`src/rtl/xlat_pkg.sv`:
```
package xlat_pkg;

    typedef enum logic [1:0] {
        MODE_EXCL     = 2'd0,
        MODE_OWN_RW   = 2'd1,
        MODE_RD_SHARE = 2'd2,
        MODE_RSVD     = 2'd3
    } acc_mode_t;

endpackage

```
`src/rtl/xlat_table.sv`:
```
module xlat_table
    import xlat_pkg::*;
#(
    parameter int VBLK_W = 6,
    parameter int PBLK_W = 8
) (
    input  logic              clk,
    input  logic              rst_n,
    input  logic              wr_en,
    input  logic [VBLK_W-1:0] wr_idx,
    input  logic [PBLK_W-1:0] wr_pidx,
    input  acc_mode_t         wr_mode,
    input  logic              wr_valid,
    input  logic [VBLK_W-1:0] rd_idx,
    output logic              rd_valid,
    output logic [PBLK_W-1:0] rd_pidx,
    output acc_mode_t         rd_mode
);
    localparam int ENTRIES = 1 << VBLK_W;

    logic [ENTRIES-1:0] valid_q;
    logic [PBLK_W-1:0]  pidx_q [ENTRIES];
    acc_mode_t          mode_q [ENTRIES];

    always_ff @(posedge clk) begin
        if (!rst_n) begin
            valid_q <= '0;
            for (int i = 0; i < ENTRIES; i++) begin
                pidx_q[i] <= '0;
                mode_q[i] <= MODE_EXCL;
            end
        end else if (wr_en) begin
            valid_q[wr_idx] <= wr_valid;
            pidx_q[wr_idx]  <= wr_pidx;
            mode_q[wr_idx]  <= wr_mode;
        end
    end

    always_comb begin
        rd_valid = valid_q[rd_idx];
        rd_pidx  = pidx_q[rd_idx];
        rd_mode  = mode_q[rd_idx];
    end
endmodule

```
`src/rtl/xlat_perm.sv`:
```
module xlat_perm
    import xlat_pkg::*;
(
    input  logic      entry_valid,
    input  acc_mode_t entry_mode,
    input  logic      is_write,
    output logic      grant
);
    logic mode_ok;

    always_comb begin
        unique case (entry_mode)
            MODE_EXCL:     mode_ok = 1'b1;
            MODE_OWN_RW:   mode_ok = 1'b1;
            MODE_RD_SHARE: mode_ok = !is_write;
            MODE_RSVD:     mode_ok = 1'b0;
            default:       mode_ok = 1'b0;
        endcase
        grant = entry_valid && mode_ok;
    end
endmodule

```
`src/rtl/xlat_top.sv`:
```
module xlat_top
    import xlat_pkg::*;
#(
    parameter int VBLK_W   = 6,
    parameter int NUM_PBLK = 256,
    parameter int OFS_W    = 14,
    localparam int PBLK_W  = $clog2(NUM_PBLK),
    localparam int VA_W    = VBLK_W + OFS_W,
    localparam int PA_W    = PBLK_W + OFS_W
) (
    input  logic              clk,
    input  logic              rst_n,
    input  logic              upd_en,
    input  logic [VBLK_W-1:0] upd_vidx,
    input  logic [PBLK_W-1:0] upd_pidx,
    input  logic [1:0]        upd_mode,
    input  logic              upd_valid,
    input  logic              req_valid,
    input  logic              req_write,
    input  logic [VA_W-1:0]   req_vaddr,
    output logic              rsp_valid,
    output logic              rsp_fault,
    output logic [PA_W-1:0]   rsp_paddr
);
    logic              ent_valid;
    logic [PBLK_W-1:0] ent_pidx;
    acc_mode_t         ent_mode;
    logic              grant;

    xlat_table #(.VBLK_W(VBLK_W), .PBLK_W(PBLK_W)) u_table (
        .clk      (clk),
        .rst_n    (rst_n),
        .wr_en    (upd_en),
        .wr_idx   (upd_vidx),
        .wr_pidx  (upd_pidx),
        .wr_mode  (acc_mode_t'(upd_mode)),
        .wr_valid (upd_valid),
        .rd_idx   (req_vaddr[VA_W-1:OFS_W]),
        .rd_valid (ent_valid),
        .rd_pidx  (ent_pidx),
        .rd_mode  (ent_mode)
    );

    xlat_perm u_perm (
        .entry_valid (ent_valid),
        .entry_mode  (ent_mode),
        .is_write    (req_write),
        .grant       (grant)
    );

    always_ff @(posedge clk) begin
        if (!rst_n) begin
            rsp_valid <= 1'b0;
            rsp_fault <= 1'b0;
            rsp_paddr <= '0;
        end else begin
            rsp_valid <= req_valid && grant;
            rsp_fault <= req_valid && !grant;
            rsp_paddr <= (req_valid && grant) ? {ent_pidx, req_vaddr[OFS_W-1:0]} : '0;
        end
    end
endmodule

```
`config.mk`:
```
export PLATFORM = sky130hd
export DESIGN_NAME = xlat_top
export DESIGN_NICKNAME = d
export VERILOG_FILES = /design/src/rtl/xlat_pkg.sv /design/src/rtl/xlat_table.sv /design/src/rtl/xlat_perm.sv /design/src/rtl/xlat_top.sv
export SDC_FILE = /design/constraint.sdc
export NUM_CORES = 1
export LEC_CHECK = 0
export BUFFER_PORTS_ARGS = -buffer_cell sky130_fd_sc_hd__clkbuf_2
export CAP_MARGIN = 10
export CORE_ASPECT_RATIO = 0.75
export CORE_MARGIN = 2
export CORE_UTILIZATION = 62
export CTS_BUF_LIST = sky130_fd_sc_hd__clkbuf_8
export DETAILED_ROUTE_END_ITERATION = 8
export GPL_TIMING_DRIVEN = 0
export PLACE_DENSITY = 0.79
export SYNTH_ARGS = -nofsm -noshare
export SYNTH_HDL_FRONTEND = slang
export SYNTH_HIERARCHICAL = 1
export SYNTH_SLANG_ARGS = --single-unit
```
`constraint.sdc`:
```
create_clock -name clk -period 4.9 [get_ports clk]
set_input_delay 0.245 -clock clk [delete_from_list [all_inputs] [get_ports clk]]
set_output_delay 0.245 -clock clk [all_outputs]
set_load 0.01 [all_outputs]
```
==> flow_metrics.env <==
export IMPL_run_status="finished with violations"
export IMPL_violations="design-rule violations"
export IMPL_seq_power_share_pct=53.8
export IMPL_grt_usage_pct=37.1
export IMPL_area_delta_synth_final_pct=12.5
export IMPL_die_width_um=272
export IMPL_fin_setup_tns_ns=0
export IMPL_clockBufferDepth=3
export IMPL_clkPwrFrac_pct=37.4
export IMPL_rsz0062_at_grt="no"
export IMPL_synthFlopType="edfxtp_1"
export IMPL_max_freq_mhz=260
export IMPL_start_util_pct=62.8
export IMPL_die_h_um=205
export IMPL_num_vias=22100
export IMPL_p_sw_mw=3.23
export IMPL_hold_viol=0
export IMPL_synth_avg_cell_area_um2=14.4
export IMPL_routabilityCongestion=1.03
export IMPL_power_density_mw_per_mm2=353
export IMPL_setup_ws_ns=1.05
export IMPL_place_area_mm2=0.0349
export IMPL_p_int_mw=10.0
export IMPL_drt_drc_violations_left=1
export IMPL_slew_violations=0
export IMPL_drt_total_wl_um=101000
export IMPL_total_leakage_power_nw=13.4
export IMPL_critPathRequiredTime_ns=5.58
export IMPL_die_area_mm2=0.0556
export IMPL_yosys_area_share_simple_pct=15.4
export IMPL_critPathArrivalTime_ns=4.53
export IMPL_critical_path_class="in2reg"
export IMPL_synth_async_reset_ratio_pct=0
export IMPL_wl_met2_um=43700
export IMPL_top_layer="met5"
export IMPL_setup_viol=0
export IMPL_met1_length_um=36000
export IMPL_crit_path_end_kind="flop"
export IMPL_grt_pass1_wl_um=145000
export IMPL_finalCriticalPeriod_ns=3.85
export IMPL_cp_cell_sequence="buf_2 -> buf_4 -> buf_4 -> buf_4 -> buf_4 -> mux4_2 -> o311ai_0 -> o2bb2ai_1 -> o21ai_1 -> and2_1 -> buf_2 -> and4_1 -> dlygate4sd3_1"
export IMPL_drtIter0Drc=3887
export IMPL_worst_pin_slew_ns=1.30
export IMPL_grt_max_degree=16
export IMPL_critPathLaunchType="primary input"
export IMPL_p_total_mw=13.2
export IMPL_synth_xor_area_share_pct=0
export IMPL_syn_instance_count=2306
export IMPL_pin_count=66
export IMPL_wl_met3_um=16600
export IMPL_dp_cells=3129
export IMPL_synth_top_cells_by_area="edfxtp_1, and2_1, mux4_2"
export IMPL_final_cell_mix="and2_1, edfxtp_1, clkbuf_1"
export IMPL_fillers=3430
export IMPL_insertion_delay_ns=0.74
export IMPL_synth_compound_area_share_pct=4.16
export IMPL_wl_per_cell_um=30.1
export IMPL_syn_num_nets=2348
export IMPL_cts_tree="built"
export IMPL_clkTransAtPathRegs_ns=0.07
export IMPL_critPathMaxStageDelay_ns=0.92
export IMPL_dpl_hpwl_um=69100
export IMPL_clock_skew_ns=0.0399
export IMPL_io_buffers=49
export IMPL_crit_path_top_delay_cell="o311ai_0"
export IMPL_drive_gt1_share_pct=18.7
export IMPL_antenna_found_initial=6
export IMPL_synthAdderAreaFrac_pct=0
export IMPL_ir_drop_v=0.000239
export IMPL_switching_share_pct=24.4
export IMPL_ys_types=41
export IMPL_overflow=0
export IMPL_synth_edff_count=640
export IMPL_detail_route_first_pass_iterations=9
export IMPL_crit_family="buffers and inverters"
export IMPL_core_mm2=0.0531
export IMPL_cts_sinks=728
export IMPL_hp_class="in2reg"
export IMPL_synth_largest_area_cell="edfxtp_1"
export IMPL_cts_buffers=110
export IMPL_dp_slack_ns=1.24
export IMPL_nets=2602
export IMPL_worst_path_buf_inv=7
export IMPL_root_buffer="clkbuf_8"
export IMPL_synth_area_mm2=0.0333
export IMPL_fin_area_mm2=0.0375
export IMPL_htreeDepth=3
export IMPL_min_period_over_period_pct=78.5
export IMPL_rows=73
export IMPL_crit_path_max_fanout=10
export IMPL_ant_nets=0
export IMPL_slew_headroom_pct=13.5
export IMPL_crit_top_cell="buf_4"
export IMPL_routed_via_density=6.55
export IMPL_drv_cap=0
export IMPL_synth_area_mux_share_pct=13.5
export IMPL_first_global_vias=21700
export IMPL_yosys_warnings=6
export IMPL_synth_top_family_by_area="simple AND/OR/NAND/NOR gates"
export IMPL_layout_commonest_cell="and2_1"
export IMPL_ys_ff_latch=728
export IMPL_combinationalPowerShare_pct=8.8
export IMPL_ys_seq_area_share_pct=63.0
export IMPL_yosysTopAreaCellShare_pct=57.7
export IMPL_instances_no_fill=3372
==> kinds of logic (layout without fill, tap and decap cells) <==
logic type             after synthesis  count (layout)
and+or+nand+nor                    859             859
DFF                                728             728
buffers and inverters              295             646
muxes                              217             217
AOI/OAI and AO/OA                  207             207
other                                0               3
==> through the flow <==
stage / util, % / hold slack (ns)
final: 70.6 / 0.129
after global routing: 70.6 / 0.130
after CTS: 70.5 / 0.107
after detailed placement: 65.9 / 0.460
after global placement: 64.9 / 0.447
after floorplan: - / 0.409
==> cells in the mapped netlist, drive strengths merged, types with 5 or more instances <==
| cell | number |
|---|---|
| mux2 | 28 |
| o21ai | 102 |
| inv | 64 |
| nand2 | 50 |
| clkbuf | 164 |
| a2bb2o | 30 |
| and4 | 22 |
| buf | 67 |
| nand2b | 5 |
| o31ai | 9 |
| o22ai | 22 |
| nor2b | 25 |
| edfxtp | 640 |
| or4 | 9 |
| and2 | 642 |
| a211oi | 29 |
| dfxtp | 88 |
| o221ai | 11 |
| mux4 | 176 |
| nand3 | 8 |
| nor2 | 78 |
| mux2i | 13 |
==> repair_timing <==
item,CTS,global route
setup buffers,0,0
hold buffers,30,0
resized for setup,0,0
hold endpoints to repair,24,0
==> power by group through the flow <==
stage	Sequential (mW)	Clock (mW)	Combinational, mW
2_1_floorplan	7.20	0	0.631
3_3_place_gp	7.22	0	1.02
3_5_place_dp	7.24	0	1.09
4_1_cts	7.11	4.94	1.11
5_1_grt	7.13	5.24	1.19
6_report	7.11	4.95	1.17
==> worst paths after layout <==
kind / start / endpoint / slack (ns) / depth (start not counted)
max reg2reg: u_table/mode_q[39][0]$_SDFFCE_PN0P_ / rsp_paddr[7]$_SDFF_PN0_ / 1.42 / 8
min reg2reg: u_table/valid_q[25]$_SDFFE_PN0P_ / u_table/valid_q[25]$_SDFFE_PN0P_ / 0.47 / 2
min: req_write / rsp_paddr[18]$_SDFF_PN0_ / 0.13 / 4
max: req_vaddr[15] / rsp_paddr[7]$_SDFF_PN0_ / 1.05 / 13
==> metal layers <==
| metal | global-route usage, % | vias to the layer above |
|---|---|---|
| li1 | - | 8963 |
| met4 | 16.2 | 8 |
| met1 | 49.7 | 10900 |
| met3 | 15.2 | 346 |
| met5 | 1.23 | - |
| met2 | 53.6 | 1859 |
==> sequential cells by signal (all words and copies together) (netlist names) <==
signal           cells
u_table/pidx_q     512
u_table/mode_q     128
u_table/valid_q     64
rsp_paddr           22
rsp_fault            1
rsp_valid            1
==> tightest hold or removal path, delay by kind of cell <==
family                 cells  cell delay [ns]
buffers and inverters      1             0.11
AOI/OAI and AO/OA          1             0.06
and+or+nand+nor            2             0.40
==> final cells by class <==
cell class | count | area, µm² | area share, %
flip-flops and latches | 728 | 21000 | 56.0
multi-input cells | 1283 | 11000 | 29.4
diodes | 3 | 7.51 | 0.0200
well taps | 712 | 891 | 2.38
clock inverters | 84 | 463 | 1.24
plain buffers | 231 | 1090 | 2.90
clock buffers | 125 | 1720 | 4.59
inverters | 64 | 240 | 0.641
repair buffers | 142 | 1070 | 2.86
Power figures use the tool's default switching activity.
